`config.mk`:
```
export PLATFORM = sky130hd
export DESIGN_NAME = cdly_coarse_delay
export DESIGN_NICKNAME = d
export VERILOG_FILES = /design/src/rtl/cdly_pkg.sv /design/src/rtl/cdly_downcnt.sv /design/src/rtl/cdly_prescaler.sv /design/src/rtl/cdly_coarse_delay.sv
export SDC_FILE = /design/constraint.sdc
export NUM_CORES = 1
export LEC_CHECK = 0
export ABC_AREA = 1
export CORE_ASPECT_RATIO = 1.5
export CORE_MARGIN = 2
export CORE_UTILIZATION = 69
export DETAILED_ROUTE_END_ITERATION = 7
export DONT_BUFFER_PORTS = 1
export GPL_ROUTABILITY_DRIVEN = 0
export PLACE_DENSITY_LB_ADDON = 0.12
export SYNTH_ARGS = -nofsm -noshare
export SYNTH_HDL_FRONTEND = slang
export SYNTH_SLANG_ARGS = --single-unit
```
`constraint.sdc`:
```
create_clock -name clk -period 4.29 [get_ports clk]
set_input_delay 0.6435 -clock clk [delete_from_list [all_inputs] [get_ports clk]]
set_output_delay 0.6435 -clock clk [all_outputs]
set_load 0.01 [all_outputs]
```
`src/rtl/cdly_pkg.sv`:
```
package cdly_pkg;
  typedef enum logic {
    CD_IDLE = 1'b0,
    CD_RUN  = 1'b1
  } cd_state_e;
endpackage

```
`src/rtl/cdly_downcnt.sv`:
```
// Loadable down counter that holds at zero.
module cdly_downcnt #(
  parameter int W = 16
) (
  input  logic         clk,
  input  logic         rst_n,
  input  logic         clr,
  input  logic         load,
  input  logic [W-1:0] load_val,
  input  logic         dec,
  output logic [W-1:0] cnt,
  output logic         is_zero,
  output logic         is_one
);
  logic [W-1:0] cnt_q, cnt_d;

  always_comb begin
    cnt_d = cnt_q;
    if (clr)                      cnt_d = '0;
    else if (load)                cnt_d = load_val;
    else if (dec && cnt_q != '0)  cnt_d = cnt_q - 1'b1;
  end

  always_ff @(posedge clk or negedge rst_n) begin
    if (!rst_n) cnt_q <= '0;
    else        cnt_q <= cnt_d;
  end

  assign cnt     = cnt_q;
  assign is_zero = (cnt_q == '0);
  assign is_one  = (cnt_q == W'(1));
endmodule

```
`src/rtl/cdly_prescaler.sv`:
```
// Fixed divide-by-2^P prescaler; tick marks the enabled edge that wraps it.
module cdly_prescaler #(
  parameter int P = 16
) (
  input  logic         clk,
  input  logic         rst_n,
  input  logic         clr,
  input  logic         run,
  output logic [P-1:0] cnt,
  output logic         tick
);
  localparam logic [P-1:0] LAST = '1;
  logic [P-1:0] cnt_q, cnt_d;

  always_comb begin
    cnt_d = cnt_q;
    if (clr)      cnt_d = '0;
    else if (run) cnt_d = cnt_q + 1'b1;
  end

  always_ff @(posedge clk or negedge rst_n) begin
    if (!rst_n) cnt_q <= '0;
    else        cnt_q <= cnt_d;
  end

  assign cnt  = cnt_q;
  assign tick = run && !clr && (cnt_q == LAST);
endmodule

```
`src/rtl/cdly_coarse_delay.sv`:
```
module cdly_coarse_delay
  import cdly_pkg::*;
#(
  parameter int LO_W  = 16,
  parameter int HI_W  = 16,
  parameter int PRE_W = 16
) (
  input  logic                 clk,
  input  logic                 rst_n,
  input  logic                 clr,
  input  logic                 en,
  input  logic                 ld,
  input  logic [LO_W+HI_W-1:0] ld_word,
  input  logic                 start,
  output logic                 busy,
  output logic                 done
);
  localparam int WORD_W = LO_W + HI_W;

  cd_state_e         state_q, state_d;
  logic [WORD_W-1:0] shadow_q, shadow_d;
  logic              done_q, done_d;

  logic [LO_W-1:0]   lo_cnt;
  logic [HI_W-1:0]   hi_cnt;
  logic [PRE_W-1:0]  pre_cnt;
  logic              lo_zero, lo_one, hi_zero, hi_one, pre_tick;
  logic              running, start_ok, word_zero;
  logic              lo_dec, pre_run, hi_dec, finish;

  // held word: new loads never touch a count in flight
  always_comb begin
    shadow_d = shadow_q;
    if (ld) shadow_d = ld_word;
  end

  assign running   = (state_q == CD_RUN);
  assign start_ok  = start && !running && !clr;
  assign word_zero = (shadow_q == '0);

  // fast half drains first, then the prescaler paces the slow half
  assign lo_dec  = running && en && !clr && !lo_zero;
  assign pre_run = running && en && !clr && lo_zero;
  assign hi_dec  = pre_tick && !hi_zero;
  assign finish  = (lo_dec && lo_one && hi_zero) || (hi_dec && hi_one);

  always_comb begin
    state_d = state_q;
    done_d  = 1'b0;
    if (clr) begin
      state_d = CD_IDLE;
    end else if (start_ok) begin
      if (word_zero) done_d  = 1'b1;
      else           state_d = CD_RUN;
    end else if (finish) begin
      state_d = CD_IDLE;
      done_d  = 1'b1;
    end
  end

  always_ff @(posedge clk or negedge rst_n) begin
    if (!rst_n) begin
      state_q  <= CD_IDLE;
      shadow_q <= '0;
      done_q   <= 1'b0;
    end else begin
      state_q  <= state_d;
      shadow_q <= shadow_d;
      done_q   <= done_d;
    end
  end

  cdly_downcnt #(.W(LO_W)) u_lo (
    .clk(clk), .rst_n(rst_n), .clr(clr), .load(start_ok),
    .load_val(shadow_q[LO_W-1:0]), .dec(lo_dec),
    .cnt(lo_cnt), .is_zero(lo_zero), .is_one(lo_one)
  );

  cdly_prescaler #(.P(PRE_W)) u_pre (
    .clk(clk), .rst_n(rst_n), .clr(clr || start_ok), .run(pre_run),
    .cnt(pre_cnt), .tick(pre_tick)
  );

  cdly_downcnt #(.W(HI_W)) u_hi (
    .clk(clk), .rst_n(rst_n), .clr(clr), .load(start_ok),
    .load_val(shadow_q[WORD_W-1:LO_W]), .dec(hi_dec),
    .cnt(hi_cnt), .is_zero(hi_zero), .is_one(hi_one)
  );

  assign busy = running;
  assign done = done_q;
endmodule

```
==> metrics.md <==
| Metric | Value |
|---|---|
| Dpl cells | 671 |
| Vias in the first global route | 4077 |
| Part of the power in registers | 0.435 |
| Total CTS buffers | 9 |
| Die Y | 105 µm |
| Lkg Pwr | 2.30 nW |
| Post-DR wirelength/cell | 16.3 µm |
| Clock sinks | 82 |
| Relative slew slack | 0.548 |
| Share of cells above drive strength 1 | 0.0784 |
| DR DRC count | 0 |
| Top post-synthesis cells by count | nand2_1, inv_1, dfrtp_1 |
| Type of origin of the critical path | register |
| Top-area cell type share of the netlist area | 0.441 |
| Seq/Total Area, Yosys | 0.441 |
| Least-Margin Pin Slew | 0.678 ns |
| Final Hold Vio Count | 0 |
| Reg2Reg Depth | 10 |
| Reg2Reg Setup Slack | 2.00 ns |
| Final Cycle Share | 0.534 |
| XOR/XNOR Fraction of Synth Area | 0.0282 |
| Clock share of power | 0.294 |
| Final HPWL DP | 8020 µm |
| RSZ-0062 raised after global routing | false |
| Post-synth ARST share | 1.00 |
| Total area of sequential cells | 2050 µm² |
| CP Class | register to register |
| Reg2reg end | u_lo.cnt[6]$_DFFE_PN0P_ |
| Port Buffer Count | 0 |
| FF-to-FF Start | u_lo.cnt[0]$_DFFE_PN0P_ |
| Final setup TNS | 0 ns |
| Switching pwr | 0.731 mW |
| Core box area | 6530 µm² |
| PostCTS Resize Cnt | 0 |
| Critical Path AT | 2.56 ns |
| Switching share of power | 0.345 |
| TritonCTS clock tree | done |
| Fin cells | 688 |
| Final Power | 2.12 mW |
| Initial Util | 0.713 |
| Initial DRC Count | 319 |
| Leading post-synthesis cells by cell area | dfrtp_1, nand2_1, inv_1, o21ai_0, nor2_1 |
| Min Hold Slack | 0.154 ns |
| Root Driver | clkbuf_8 |
| Final ANT Viol Nets | 0 |
| Clk slew on worst S/H paths | 0.08 ns |
| Multi-input gate area | 2160 µm² |
| Grt ovf | 0 |
| MaxCap Viol Count | 0 |
| Clock skew | 0.00981 ns |
| First drt pass iteration count | 5 |
| Int Power | 1.39 mW |
| Synth Cell Area | 4650 µm² |
| Worst EP required | 4.56 ns |
| Crit path capture type | register |
| Simple-Gate Fraction of Synth Area | 0.276 |
| Slew Viols, Final | 0 |
| Comb pwr share | 0.271 |
| Post-synthesis cell type count | 37 |
| Setup-failing EPs final | 0 |
| CTS Hold Bufs | 1 |
| Post-Synth Adder-Cell Area | 0.0188 |
| Pin count of the biggest net entering global routing | 83 |
| Post-synthesis average cell area | 7.61 µm² |
| Status | completed |
| Initial antenna violation count | 0 |
| Layout Area Growth over Synthesis | 5.24% |
| Hold WC Path Type | input pin to async pin |
| Final core occ | 0.750 |
| Power density cells | 433 nW/µm² |
| CP max FO | 11 |
| Cell Rows | 36 |
| Max VDD drop | 0.322 mV |
| Max Buffers Root-to-Sink | 2 |
| First-pass GRT wire length | 18900 µm |
| Chip width | 71.1 µm |
| Complex-gate fraction of the synthesized area | 0.134 |
| Global-route usage over all layers | 0.326 |
| Mapped Cells | 612 |
| Yosys reg bits | 82 |
| DR vias/cell | 6.00 |
| Syn Nets | 657 |
| Mux cell area share after synthesis | 0.00726 |
| Postcts setup bufs | 0 |
| Most common cell in the netlist | nand2_1 |
| Tmin final | 2.29 ns |
| Diode count | 0 |
| Vias post-DR | 4131 |
| Main synth FF type | dfrtp_1 |
| Post-synth EDFFs | 0 |
| Routed wire length | 11200 µm |
| Worst-Skew Late Latency | 0.37 ns |
| Largest area contributor in the netlist | dfrtp_1 |
| Die Area | 7430 µm² |
| Yosys warns | 0 |
| Maximum clock frequency | 0.437 GHz |
| Largest family of logic cells by synthesized area | simple AND/OR/NAND/NOR gates |
| # IOs | 40 |
| Number of fill cells | 488 |
| Nets@finish | 652 |
| H-tree depth | 3 |
-- critical path: stages, from the launching register on --
cell      delay [ns]
dfrtp_1         0.43
inv_1           0.13
ha_1            0.16
nand2_1         0.06
nor2_2          0.15
nand2_2         0.09
nand2_1         0.31
nand2_1         0.33
inv_1           0.33
nand2_1         0.10
o221ai_1        0.10
-- power groups by stage --
| stage | Combinational (mW) | Clock (mW) | Sequential, mW |
|---|---|---|---|
| 2_1_floorplan | 0.448 | 0 | 0.916 |
| 3_3_place_gp | 0.524 | 0 | 0.932 |
| 3_5_place_dp | 0.542 | 0 | 0.935 |
| 4_1_cts | 0.568 | 0.628 | 0.920 |
| 5_1_grt | 0.653 | 0.663 | 0.931 |
| 6_report | 0.573 | 0.623 | 0.923 |
-- routing by layer --
metal,part of all wire,GRT usage,wire (µm)
met5,0,0,0
met4,0.045,0.168,507
met3,0.049,0.0540,551
met2,0.51,0.543,5670
met1,0.40,0.403,4460
-- cells in the final DEF, fill, tap and decap left out, types with 2 or more instances in the layout --
cell	netlist	routed
nand2_1	148	148
inv_1	86	86
dfrtp_1	82	82
o21ai_0	55	55
nor2_1	54	54
nand3_1	33	33
nor3_1	19	19
o22ai_1	15	15
a21oi_1	14	14
xor2_1	13	13
nand4_1	11	11
clkbuf_8	0	10
nor2_2	9	9
o221ai_1	7	7
ha_1	7	7
o21ai_1	5	5
inv_2	3	3
nor2_4	3	3
nand2_2	3	3
nor4_1	3	3
o31ai_1	3	3
o21ai_2	3	3
o211ai_1	3	3
mux2_2	3	3
nand3_2	2	2
nand2_4	2	2
xnor2_1	2	2
clkinvlp_4	0	2
clkbuf_1	10	2
bufinv_16	0	2
-- final cells by class --
type / instances / share of cell area
timing repair buffer: 2 / 0.00715
clock buffer: 12 / 0.0296
tap: 76 / 0.0194
multi-input combinational: 423 / 0.441
sequential: 82 / 0.419
inverter: 89 / 0.0682
clock inverter: 4 / 0.0153
-- kinds of logic after synthesis --
kind of cell | after synthesis
adder cells (fa/ha/maj) | 7
flip-flops | 82
multiplexers | 3
XOR/XNOR | 15
AO/OA/AOI/OAI | 108
AND/OR/NAND/NOR | 290
buffers and inverters | 107
-- state kept, by name (all words and copies together) (netlist names) --
signal / cells
done: 1
u_lo.cnt: 16
u_hi.cnt: 16
busy: 1
u_pre.cnt: 16
shadow_q: 32
-- stage by stage --
step           area [µm²]  worst slack, ns
3_5_place_dp         4650             1.99
5_1_grt              4900             1.81
6_report             4900             2.00
4_1_cts              4900             2.04
2_1_floorplan        4650             2.65
3_3_place_gp         4650             2.07
-- worst max path at each step --
stage                               to  depth (start not counted)                     from
5_1_grt        u_lo.cnt[6]$_DFFE_PN0P_                         10  u_lo.cnt[0]$_DFFE_PN0P_
3_3_place_gp   u_lo.cnt[9]$_DFFE_PN0P_                          8                      clr
3_5_place_dp   u_lo.cnt[6]$_DFFE_PN0P_                          7                    start
6_report       u_lo.cnt[6]$_DFFE_PN0P_                         10  u_lo.cnt[0]$_DFFE_PN0P_
4_1_cts        u_lo.cnt[6]$_DFFE_PN0P_                         10  u_lo.cnt[0]$_DFFE_PN0P_
2_1_floorplan  u_hi.cnt[4]$_DFFE_PN0P_                          7                    start
No activity file was read; power rests on OpenSTA's default activity.
